**config.mk**
```make
export PLATFORM = sky130hd
export DESIGN_NAME = mdio_master
export DESIGN_NICKNAME = d
export VERILOG_FILES = /design/src/rtl/mdio_master.sv
export SDC_FILE = /design/constraint.sdc
export NUM_CORES = 1
export LEC_CHECK = 0
export BUFFER_PORTS_ARGS = -buffer_cell sky130_fd_sc_hd__buf_2
export CAP_MARGIN = 40
export CORE_MARGIN = 2
export CORE_UTILIZATION = 64
export DETAILED_ROUTE_END_ITERATION = 8
export HOLD_SLACK_MARGIN = 0.08
export MAX_ROUTING_LAYER = met4
export PLACE_DENSITY = 0.81
export SLEW_MARGIN = 20
export SYNTH_ARGS = -nofsm -noshare
export SYNTH_HDL_FRONTEND = slang
export SYNTH_SLANG_ARGS = --single-unit
```
**constraint.sdc**
```tcl
create_clock -name clk -period 6.09 [get_ports clk]
set_clock_uncertainty 0.1 [all_clocks]
set_input_delay 1.218 -clock clk [delete_from_list [all_inputs] [get_ports clk]]
set_output_delay 1.218 -clock clk [all_outputs]
set_load 0.005 [all_outputs]
```
**src/rtl/mdio_master.sv**
```systemverilog
module mdio_master #(
  parameter int DIV_W = 8
) (
  input  logic             clk,
  input  logic             rst_n,
  input  logic             cfg_c45,
  input  logic             cfg_pre,
  input  logic [DIV_W-1:0] cfg_div,
  input  logic             wdata_load,
  input  logic [15:0]      wdata_in,
  input  logic             cmd_valid,
  input  logic [1:0]       cmd_op,
  input  logic [4:0]       cmd_phy,
  input  logic [4:0]       cmd_reg,
  input  logic             mdio_i,
  output logic             mdc,
  output logic             mdio_o,
  output logic             mdio_oe,
  output logic             busy,
  output logic             wr_pending,
  output logic             rd_pending,
  output logic             rd_valid,
  output logic [15:0]      rd_data
);
  localparam int FRAME_BITS = 64;
  localparam int PRE_BITS   = 32;
  localparam int IDX_W      = $clog2(FRAME_BITS);
  localparam logic [IDX_W-1:0] TA_POS   = IDX_W'(PRE_BITS + 14);
  localparam logic [IDX_W-1:0] TA2_POS  = IDX_W'(PRE_BITS + 15);
  localparam logic [IDX_W-1:0] DATA_POS = IDX_W'(PRE_BITS + 16);
  localparam logic [IDX_W-1:0] LAST_POS = IDX_W'(FRAME_BITS - 1);

  logic [15:0]           wdata_q;
  logic [FRAME_BITS-1:0] shreg;
  logic [IDX_W-1:0]      idx;
  logic [DIV_W-1:0]      cnt;
  logic [15:0]           rx;
  logic                  active, is_rd, ta_ok;

  wire cmd_ok  = cfg_c45 || !cmd_op[1];
  wire accept  = cmd_valid && !active && cmd_ok;
  wire cmd_rd  = cfg_c45 ? cmd_op[1] : cmd_op[0];
  wire [1:0] wire_op = cfg_c45 ? cmd_op : (cmd_op[0] ? 2'b10 : 2'b01);
  wire [1:0] start   = cfg_c45 ? 2'b00 : 2'b01;
  wire [FRAME_BITS-1:0] frame = {{PRE_BITS{1'b1}}, start, wire_op, cmd_phy, cmd_reg,
                                 cmd_rd ? 2'b11 : 2'b10, cmd_rd ? 16'hFFFF : wdata_q};
  wire tick = (cnt == cfg_div);

  assign busy    = active;
  assign mdio_o  = shreg[FRAME_BITS-1];
  assign mdio_oe = active && !(is_rd && idx >= TA_POS);

  always_ff @(posedge clk or negedge rst_n)
    if (!rst_n) wdata_q <= '0;
    else if (wdata_load) wdata_q <= wdata_in;

  always_ff @(posedge clk or negedge rst_n) begin
    if (!rst_n) begin
      shreg <= '0; idx <= '0; cnt <= '0; rx <= '0;
      active <= 1'b0; is_rd <= 1'b0; ta_ok <= 1'b0; mdc <= 1'b0;
      wr_pending <= 1'b0; rd_pending <= 1'b0; rd_valid <= 1'b0; rd_data <= '0;
    end else if (accept) begin
      active <= 1'b1;
      is_rd  <= cmd_rd;
      shreg  <= cfg_pre ? frame : (frame << PRE_BITS);
      idx    <= cfg_pre ? '0 : IDX_W'(PRE_BITS);
      cnt    <= '0;
      mdc    <= 1'b0;
      ta_ok  <= 1'b0;
      if (cmd_rd) begin
        rd_pending <= 1'b1;
        rd_valid   <= 1'b0;
      end else begin
        wr_pending <= 1'b1;
      end
    end else if (active) begin
      if (!tick) begin
        cnt <= cnt + 1'b1;
      end else begin
        cnt <= '0;
        if (!mdc) begin
          mdc <= 1'b1;
          if (is_rd && idx == TA2_POS) ta_ok <= !mdio_i;
          if (is_rd && idx >= DATA_POS) rx <= {rx[14:0], mdio_i};
        end else begin
          mdc <= 1'b0;
          if (idx == LAST_POS) begin
            active     <= 1'b0;
            wr_pending <= 1'b0;
            rd_pending <= 1'b0;
            shreg      <= '0;
            if (is_rd) begin
              rd_valid <= ta_ok;
              rd_data  <= rx;
            end
          end else begin
            shreg <= shreg << 1;
            idx   <= idx + 1'b1;
          end
        end
      end
    end
  end
endmodule

```
# Word level (Yosys, flattened, before mapping)
# Index checks and enable logic that the tools add are counted.
[classes]
addsub = 2
order_cmp = 2
eq_ne = 7
n_mux = 50
n_bitwise = 2
n_reduce_logical = 26
[op_table]
columns = ["operator", "n"]
rows = [
  ["2-to-1 mux 64 bit", 6],
  ["2-to-1 mux 6 bit", 6],
  ["2-to-1 mux 1 bit", 32],
  ["2-to-1 mux 8 bit", 3],
  ["2-to-1 mux 16 bit", 1],
  ["AND reduction 5 bit", 3],
  ["equality test 6 bit, second input constant", 2],
  ["greater-or-equal comparator 6 bit, second input constant", 2],
  ["AND reduction 6 bit", 2],
  ["nonzero test 2 bit", 6],
  ["adder 8 x 1 -> 8 bit, second input constant", 1],
  ["equality test 8 bit", 1],
  ["AND reduction 4 bit", 2],
  ["adder 6 x 1 -> 6 bit, second input constant", 1],
  ["logical AND 1 bit", 6],
  ["logical NOT 1 bit", 4],
  ["2-to-1 mux 2 bit", 2],
  ["inequality test 2 x 1 -> 1 bit, second input constant", 2],
  ["inequality test 2 bit, second input constant", 2],
  ["AND reduction 3 bit", 1],
  ["inverter 1 bit", 2],
  ["AND reduction 2 bit", 1],
  ["logical OR 1 bit", 1],
]
[totals]
ff_bits = 133
input_bits = 43
output_inout_bits = 23
wordCells = 102

# Longest topological paths before layout
# Gate-level depths: netlist of the first run.
[depth]
depth_word = 7
ltp_mapped = 8
mapped_depth_nobuf = 6

# Worst setup path after synthesis of the first run
# Ideal clock, no wire load.
[synth_timing]
path_type = "input to register"
start = "input cfg_div[3]"
end = "register rx[2]"
setup_ns = 0.125
arrival_ns = 2.895
required_time_ns = 5.865
setup_slack_ns = 2.970
path_stages = 7
n_path_buf = 2
cell_sequence = "xor2_1 -> or4_4 -> nor2_4 -> and4bb_1 -> buf_4 -> buf_8 -> mux2_2"
[synth_via]
elab_chain_cells = 2
[synth_rtl]
columns = ["item", "line_no", "text"]
rows = [
  ["start, declared", "8", "input logic [DIV_W-1:0] cfg_div,"],
  ["equality test 8 bit", "47", "wire tick = (cnt == cfg_div);"],
  ["AND reduction 5 bit (no line)", "--", ""],
  ["end signal, assigned", "84", "if (is_rd && idx >= DATA_POS) rx <= {rx[14:0], mdio_i};"],
  ["end, declared", "37", "logic [15:0] rx;"],
]
# No other way between the ends.
# A chain may end at the register's enable or synchronous reset.

# Worst setup path after layout of the first run
[layout_timing]
start = "input cfg_c45"
end = "register shreg[24]"
[layout_via]
elab_chain_cells = 4
word_cells_on_any_way = 7
cone_classes = "mux (1); reduce/logical (6)"
[layout_rtl]
columns = ["item", "line_no", "text"]
rows = [
  ["start, declared", "6", "input logic cfg_c45,"],
  ["logical OR 1 bit *", "40", "wire cmd_ok = cfg_c45 || !cmd_op[1];"],
  ["logical AND 1 bit *", "41", "wire accept = cmd_valid && !active && cmd_ok;"],
  ["nonzero test 2 bit (no line)", "--", ""],
  ["AND reduction 3 bit (no line)", "--", ""],
  ["end signal, assigned", "65", "shreg <= cfg_pre ? frame : (frame << PRE_BITS);"],
  ["end signal, assigned", "97", "shreg <= shreg << 1;"],
  ["end, declared", "34", "logic [FRAME_BITS-1:0] shreg;"],
]
# Every way passes the cells marked *; elsewhere a longest branch is shown, timed or not.

==> reports/qor.txt, run 1 <==
Status: complete, no violations
Period utilization: 51.7%
Mapped Area: 6630 um2
Critical path endpoint category: flop
First-pass GRT wire length: 23.3 mm
CTS clk-pin slew, worst paths: 0.06 ns
FFs w/ async S/R, synth: 100%
#FFs+latches synth: 133
Synth cell count leaders: dfrtp_1 (133), mux2_2 (59), nor2_1 (58)
Leading area contributor after synthesis: dfrtp_1
Via/cell ratio: 6.00
Crit path kind: primary input to flop
WL final: 13.9 mm
Area contributors post-synth: dfrtp_1 (50%), mux2_4 (10%), mux2_2 (10%)
Final core occ: 75.3%
Initial Utilization: 65.1%
Die footprint: 11200 um2
Most common cell in the netlist: dfrtp_1
Worst hold path type: flop to flop
WHS: 0.398 ns
Detailed placement HPWL: 8.47 mm
Slew Viols, Final: 0
Data arrival time of the critical path: 3.45 ns
Pre-antenna DRT Iters: 5
Design area: 7670 um2
Number of port buffers: 65
Floorplan core area: 10200 um2
Initial antenna violation count: 0
Hold Path Stages: 1
I/O pin count: 66
Post-CTS Hold Buffers: 0
Slew @ Worst Pin: 0.809 ns
RSZ-0062 raised after global routing: false
Unique masters post-synth: 48
Area after DPL: 6970 um2
Max_cap viols: 0
Die width: 106 um
CTS Sinks: 133
Cell row count: 37
Share of cells above drive strength 1: 33.2%
Minimum clock period after layout: 3.15 ns
DRC Markers: 0
Post-CTS Setup Bufs: 0
Die H: 106 um
Post-route ant nets: 0
Placer Congestion: 0.865
N_diodes: 0
Synth Net Count: 636
WP data required: 6.39 ns
R2R setup slack: 3.29 ns
Cells on worst reg2reg path: 5
Syn-to-layout area delta: 15.6%
Leak: 3.85 nW
Pwr Density: 306 nW/um2
Per-cell routed wire length: 17.6 um
Syn avg cell area: 11.2 um2
Number of CTS-inserted buffers: 17
Vias in the first global route: 4657
Total grt overflow: 0
Cts repair resizes: 0
Setup TNS: 0 ns
Seq/Total Area, Yosys: 50.2%
Synth warn: 0
Maximum vdd drop: 0.182 mV
Total Power: 2.34 mW
DR iter-0 viols: 418
Top FF cell, synth: dfrtp_1
Nets: 687
Via count: 4741
EDFF count, synth: 0
Root Buffer: clkbuf_8
Max clock buf depth: 2
FMAX: 0.318 GHz
Setup Viol. Count Final: 0
Yosys top cell area share: 50.2%
H-tree Lvls: 4
CP startpoint kind: primary input
CTS tree: built
Largest net degree at the start of global routing: 69
Slew Limit Headroom: 46.0%
Mapped Cells: 590
CP Max Fanout: 43
Final hold violation count: 0
Worst skew pair latency: 0.52 ns
GRT Resource Usage Total: 27.2%
==> sequential cells by signal, indices dropped and copies added (netlist names), 6 cells and up <==
name     flops
rx          16
wdata_q     16
cnt          8
idx          6
rd_data     16
shreg       64
==> cell usage in the layout (no fill, tap or decap), types with 2 or more instances in the layout <==
master,synthesis,routed
mux2i_1,2,2
nand4_1,4,4
bufinv_16,0,4
and3_1,7,7
a22o_1,3,3
nor3_1,11,11
nand2_1,28,28
clkbuf_16,0,16
a21oi_1,38,38
inv_1,5,5
buf_4,1,5
a32o_1,3,3
a31oi_1,9,9
mux2_4,45,45
mux2_2,59,59
nand3_1,42,42
clkinv_4,0,3
ha_1,3,3
buf_2,2,64
xor2_1,5,5
clkinvlp_4,0,3
o32a_1,2,2
o21ai_0,40,40
buf_16,0,2
or3_1,2,2
xnor2_1,7,7
mux2_1,5,5
o211ai_1,2,2
o2bb2ai_1,6,6
o31ai_1,4,4
buf_8,1,2
nor2_1,58,58
inv_6,0,3
buf_12,1,2
nand2b_1,7,7
dfrtp_1,133,133
==> worst paths after layout <==
kind                           from   endpoint
setup reg to reg             cnt[3]      rx[4]
max in group asynchronous     rst_n  shreg[12]
hold / removal             shreg[0]   shreg[0]
setup / recovery            cfg_c45  shreg[24]
hold reg to reg            shreg[0]   shreg[0]
min in group asynchronous     rst_n     cnt[5]
==> stage by stage <==
stage,cells,setup slack [ns]
after global placement,751,2.37
final,790,2.94
after floorplan,590,2.97
after global routing,790,2.77
after CTS,786,2.97
after detailed placement,754,2.43
==> cell families after synthesis <==
kind of cell             count (synthesis)  share of synthesized area, %
adder cells (fa/ha/maj)                  3                         0.566
XOR/XNOR                                12                          1.59
AND/OR/NAND/NOR                        172                          12.4
AO/OA/AOI/OAI                          111                          9.95
buffers and inverters                   48                          3.91
flip-flops                             133                          50.2
multiplexers                           111                          21.4
==> per-layer routing <==
metal | GRT usage, % | wire (um) | up-vias
li1 | - | - | 2209
met1 | 34.4 | 5870 | 2329
met2 | 43.7 | 7100 | 185
met3 | 6.74 | 753 | 18
met4 | 8.46 | 182 | 0
met5 | - | 0 | -
==> critical path, cell delays in order <==
cell      delay (ns)
buf_2           0.13
nand2b_1        0.19
a21oi_1         0.59
nor2_1          0.20
nand2_4         0.39
buf_16          0.31
mux2_2          0.38
==> power by group <==
group / internal [mW] / switching (mW) / leakage (nW)
combinational: 0.125 / 0.136 / 1.80
clock: 0.670 / 0.404 / 0.292
sequential: 0.944 / 0.0649 / 1.75
==> layout make-up <==
class / instances / area [um2]
Fill cell: 664 / 2520
Multi-Input combinational cell: 409 / 3050
Sequential cell: 133 / 3330
Tap cell: 136 / 170
Inverter: 5 / 18.8
Clock inverter: 14 / 200
Timing Repair Buffer: 75 / 483
Clock buffer: 18 / 418
(Power assumes the default switching activity.)
==> run 2, diff against run 1 <==
CORE_UTILIZATION = 59   (was 64)
PLACE_DENSITY = 0.76   (was 0.81)
clock period = 3.05 ns   (was 6.09 ns; I/O delays follow)
==> reports/qor.txt, run 2 (synthesis results as in run 1) <==
Slew @ Worst Pin: 0.669 ns
Status: complete, no violations
Period utilization: 80.6%
Root Buffer: clkbuf_8
Commonest cells after routing, fill and taps aside: dfrtp_1 (133), buf_2 (64), mux2_2 (59)
Setup TNS: 0 ns
Max clock buf depth: 2
Data arrival time of the critical path: 2.77 ns
Max FFs per register: 64
Fin worst setup slack: 0.591 ns
FMAX: 0.407 GHz
Pre-antenna DRT Iters: 7
RSZ-0062 raised after global routing: false
Total grt overflow: 0
Net Sw Power: 1.18 mW
CP startpoint kind: flop
Cell row count: 38
Share of cells above drive strength 1: 33.7%
First-pass GRT wire length: 22.7 mm
Per-cell routed wire length: 17.0 um
Pre-CTS setup slack: 0.343 ns
Largest net degree at the start of global routing: 67
Worst skew pair latency: 0.53 ns
Number of port buffers: 65
Non-filler cells, final: 799
Crit path capture: rx[2]
CP Max Fanout: 16
Maximum vdd drop: 0.470 mV
Fillers: 795
Floorplan core area: 10900 um2
Most common cell after layout, fill and taps aside: dfrtp_1
Pwr Density: 605 nW/um2
CTS tree: built
Minimum clock period after layout: 2.46 ns
Die H: 110 um
FF-to-FF End: rx[2]
Post-route ant nets: 0
CP peak stage delay: 0.60 ns
Die footprint: 12100 um2
Combinational share of power: 11.2%
CTS Sinks: 133
Initial Utilization: 60.9%
Cells on worst reg2reg path: 6
Crit path kind: flop to flop
Setup Viol. Count Final: 0
Clock group share of total power: 45.5%
GRT Resource Usage Total: 25.1%
Detailed placement HPWL: 8.31 mm
Final hold violation count: 0
Critical path endpoint category: flop
Die width: 110 um
Leak: 3.86 nW
Cells along the critical path: xor2_1 -> or4_4 -> nor2_4 -> and4bb_1 -> buf_4 -> mux2_2
CP max-delay cell: or4_4
R2R setup slack: 0.59 ns
I/O pin count: 66
CTS clk-pin slew, worst paths: 0.06 ns
Max_cap viols: 0
Worst hold path type: primary input to flop
Via count: 4718
P_int: 3.47 mW
Post-CTS Setup Bufs: 0
Nets: 692
Syn-to-layout area delta: 16.0%
CP Launch Point: cnt[3]
WP data required: 3.37 ns
DR iter-0 viols: 370
DRC Markers: 0
Critical R2R Launch: cnt[3]
Biggest register: shreg
Reg power frac: 43.3%
Via/cell ratio: 5.90
N_diodes: 0
Switch share: 25.4%
Initial antenna violation count: 0
Inst Count DP: 765
H-tree Lvls: 4
Slew Viols, Final: 0
Vias in the first global route: 4772
Number of CTS-inserted buffers: 17
WL final: 13.6 mm
Slew Limit Headroom: 55.3%
Placer Congestion: 0.862
-- run 2: cell types whose count changed in the layout (fill, tap and decap cells not counted), sizes merged --
cell,change
clkbuf,-1
buf,+4
clkinvlp,+1
dlygate4sd3,+1
-- run 2: final cells by class --
cell class / count / area (um2) / share of cell area (%)
multi-input cells: 409 / 3050 / 39.6
clock inverters: 15 / 204 / 2.65
clock buffers: 17 / 414 / 5.39
flip-flops and latches: 133 / 3330 / 43.3
inverters: 5 / 18.8 / 0.244
repair buffers: 80 / 500 / 6.51
well taps: 140 / 175 / 2.28
-- run 2: worst min path at each step --
stage,start,end,slack (ns),cells after the start
6_report,wdata_in[3],wdata_q[3],0.21,2
5_1_grt,wdata_in[8],wdata_q[8],0.19,2
4_1_cts,rst_n,cnt[5],0.09,1
3_5_place_dp,rx[15],rx[15],0.38,1
3_3_place_gp,rx[15],rx[15],0.37,1
2_1_floorplan,rst_n,busy,0.21,0
-- run 2: timing repair --
action	in CTS	in global routing
hold buffers	0	1
hold endpoints to repair	0	100
gates resized for setup	0	0
-- run 2: stage by stage --
| stage | hold slack (ns) | cell area, um2 | utilization (%) | total power [mW] |
|---|---|---|---|---|
| after floorplan | 0.214 | 6630 | - | 2.37 |
| after global placement | 0.368 | 7030 | 64.6 | 2.52 |
| after detailed placement | 0.381 | 7030 | 64.6 | 2.55 |
| after CTS | 0.0855 | 7650 | 70.3 | 4.68 |
| after global routing | 0.188 | 7690 | 70.6 | 4.84 |
| final | 0.205 | 7690 | 70.6 | 4.65 |
-- run 2: worst max-delay path: cells and delay by family, from the launching register on --
| kind | cells | cell delay (ns) |
|---|---|---|
| DFF | 1 | 0.43 |
| xor gates and xnor gates | 1 | 0.20 |
| buffers and inverters | 1 | 0.23 |
| muxes | 1 | 0.36 |
| and+or+nand+nor | 3 | 1.02 |
-- run 2: layer usage --
layer	up-vias	wire length, um	GRT usage [%]
met5	-	0	-
met2	115	6750	39.0
met4	0	123	9.49
li1	2211	-	-
met1	2379	6100	31.7
met3	13	619	6.64
-- run 2: power by group through the flow --
stage / Combinational [mW] / Clock [mW] / Sequential [mW]
finish: 0.522 / 2.12 / 2.01
global route: 0.587 / 2.23 / 2.03
CTS: 0.518 / 2.16 / 2.01
detailed placement: 0.512 / 0 / 2.04
global placement: 0.494 / 0 / 2.03
floorplan: 0.373 / 0 / 2.00
==> run 3, diff against run 2 <==
CORE_UTILIZATION = 54   (was 59)
PLACE_DENSITY = 0.73   (was 0.76)
clock period = 2.15 ns   (was 3.05 ns; I/O delays follow)
==> reports/qor.txt, run 3 (synthesis results as in run 1) <==
Initial Utilization: 55.2%
Fillers: 885
FF-to-FF End: rx[8]
Max clock buf depth: 2
Root Buffer: clkbuf_16
Critical R2R Launch: cnt[4]
Floorplan core area: 12000 um2
FMAX: 0.439 GHz
FF+latch area: 3330 um2
Pre-CTS setup slack: -0.232 ns
Crit path buffers/inverters: 1
Cell row count: 40
Max layer used: met4
Per-cell routed wire length: 17.4 um
Pwr Density: 822 nW/um2
GRT Resource Usage Total: 24.3%
Cells on worst reg2reg path: 6
CP max-delay cell: or4_4
DRC Markers: 0
Status: complete, but fails checks
Commonest cells after routing, fill and taps aside: dfrtp_1 (133), buf_2 (64), mux2_2 (59)
Final hold violation count: 0
Hold Path Stages: 2
Data arrival time of the critical path: 2.49 ns
CP peak stage delay: 0.60 ns
CP startpoint kind: flop
Cells along the critical path: xor2_1 -> or4_4 -> nor2_4 -> and4bb_4 -> clkbuf_16 -> mux2_2
Area after DPL: 7370 um2
Slew @ Worst Pin: 0.501 ns
Placer Congestion: 0.892
Area of the multi-input gates: 3100 um2
Slew Viols, Final: 0
Syn-to-layout area delta: 24.2%
Biggest register: shreg
Metal3 WL: 701 um
Hold Path End: wdata_q[9]
CTS tree: built
Total grt overflow: 0
Largest net degree at the start of global routing: 60
Die width: 115 um
Post-route ant nets: 0
Number of CTS-inserted buffers: 17
M1 wire length: 6.32 mm
Detailed placement HPWL: 9.09 mm
CTS clk-pin slew, worst paths: 0.06 ns
Via count: 4924
Nets: 733
Initial antenna violation count: 1
RSZ-0062 raised after global routing: true
Period utilization: 106%
First-pass GRT wire length: 24.4 mm
I/O pin count: 66
Pre-antenna DRT Iters: 5
Share of cells above drive strength 1: 38.6%
Worst hold path type: primary input to flop
Failing checks: setup timing
Slew Limit Headroom: 66.6%
Die H: 115 um
Minimum clock period after layout: 2.28 ns
Hold Startpoint: wdata_in[9]
Fin worst setup slack: -0.130 ns
Worst skew pair latency: 0.42 ns
Critical path endpoint category: flop
WL final: 14.8 mm
Leak: 4.11 nW
R2R setup slack: -0.13 ns
Maximum vdd drop: 0.645 mV
CP Max Fanout: 8
Max_cap viols: 0
Crit path kind: flop to flop
Most common cell after layout, fill and taps aside: dfrtp_1
Max FFs per register: 64
Via/cell ratio: 5.81
Die footprint: 13200 um2
Vias in the first global route: 4939
Design area: 8230 um2
H-tree Lvls: 4
Setup Viol. Count Final: 96
WP data required: 2.36 ns
Number of port buffers: 65
CTS Sinks: 133
DR iter-0 viols: 377
Met2 wire length: 7.53 mm
CP top delay family: simple AND/OR/NAND/NOR gates
-- run 3: metrics by stage --
step | setup TNS [ns] | power [mW] | util, % | cells | hold slack [ns]
floorplan | -5.61 | 3.37 | - | 590 | 0.0344
CTS | -4.16 | 6.81 | 67.2 | 840 | 0.120
finish | -8.34 | 6.77 | 68.6 | 848 | 0.139
detailed placement | -14.91 | 3.79 | 61.4 | 803 | 0.325
global placement | -13.52 | 3.74 | 61.4 | 803 | 0.324
global route | -14.02 | 7.07 | 68.6 | 848 | 0.125
-- run 3: cell type report --
class                           instances  area share, %
Clock inverter                         11           1.82
Clock buffer                           21           5.71
Inverter                                5          0.258
Multi-Input combinational cell        409           37.6
Sequential cell                       133           40.4
Tap cell                              147           2.23
Antenna cell                            1         0.0304
Timing Repair Buffer                  121           11.9
-- run 3: where the power goes --
part | switching [mW] | total, mW | internal [mW] | leakage [nW]
registers | 0.133 | 2.81 | 2.67 | 1.75
clock network | 1.09 | 3.00 | 1.91 | 0.288
logic | 0.471 | 0.964 | 0.493 | 2.07
total | 1.69 | 6.77 | 5.08 | 4.11
-- run 3: worst max-delay path by stage --
stage          slack [ns]      to       start  cells after the start
5_1_grt             -0.18   rx[1]      cnt[4]                      6
2_1_floorplan       -0.17   rx[2]  cfg_div[3]                      7
6_report            -0.13   rx[8]      cnt[4]                      6
3_5_place_dp        -0.23   rx[0]  cfg_div[3]                      7
4_1_cts             -0.11  rx[11]      cnt[2]                      6
3_3_place_gp        -0.19  rx[10]  cfg_div[3]                      7
-- run 3: what timing repair did --
item | in CTS | in global routing
setup endpoints to repair | 92 | 97
pin swaps | 6 | 5
buffers inserted | 4 | 1
gates resized for setup | 9 | 4
gates cloned | 0 | 6
hold buffers | 1 | 0
endpoints found under the hold margin | 29 | 0
-- run 3: per-layer routing --
metal	GRT usage, %	vias up
met1	30.5	2452
met2	38.9	143
met3	6.22	20
li1	-	2309
met4	8.03	0
met5	-	-
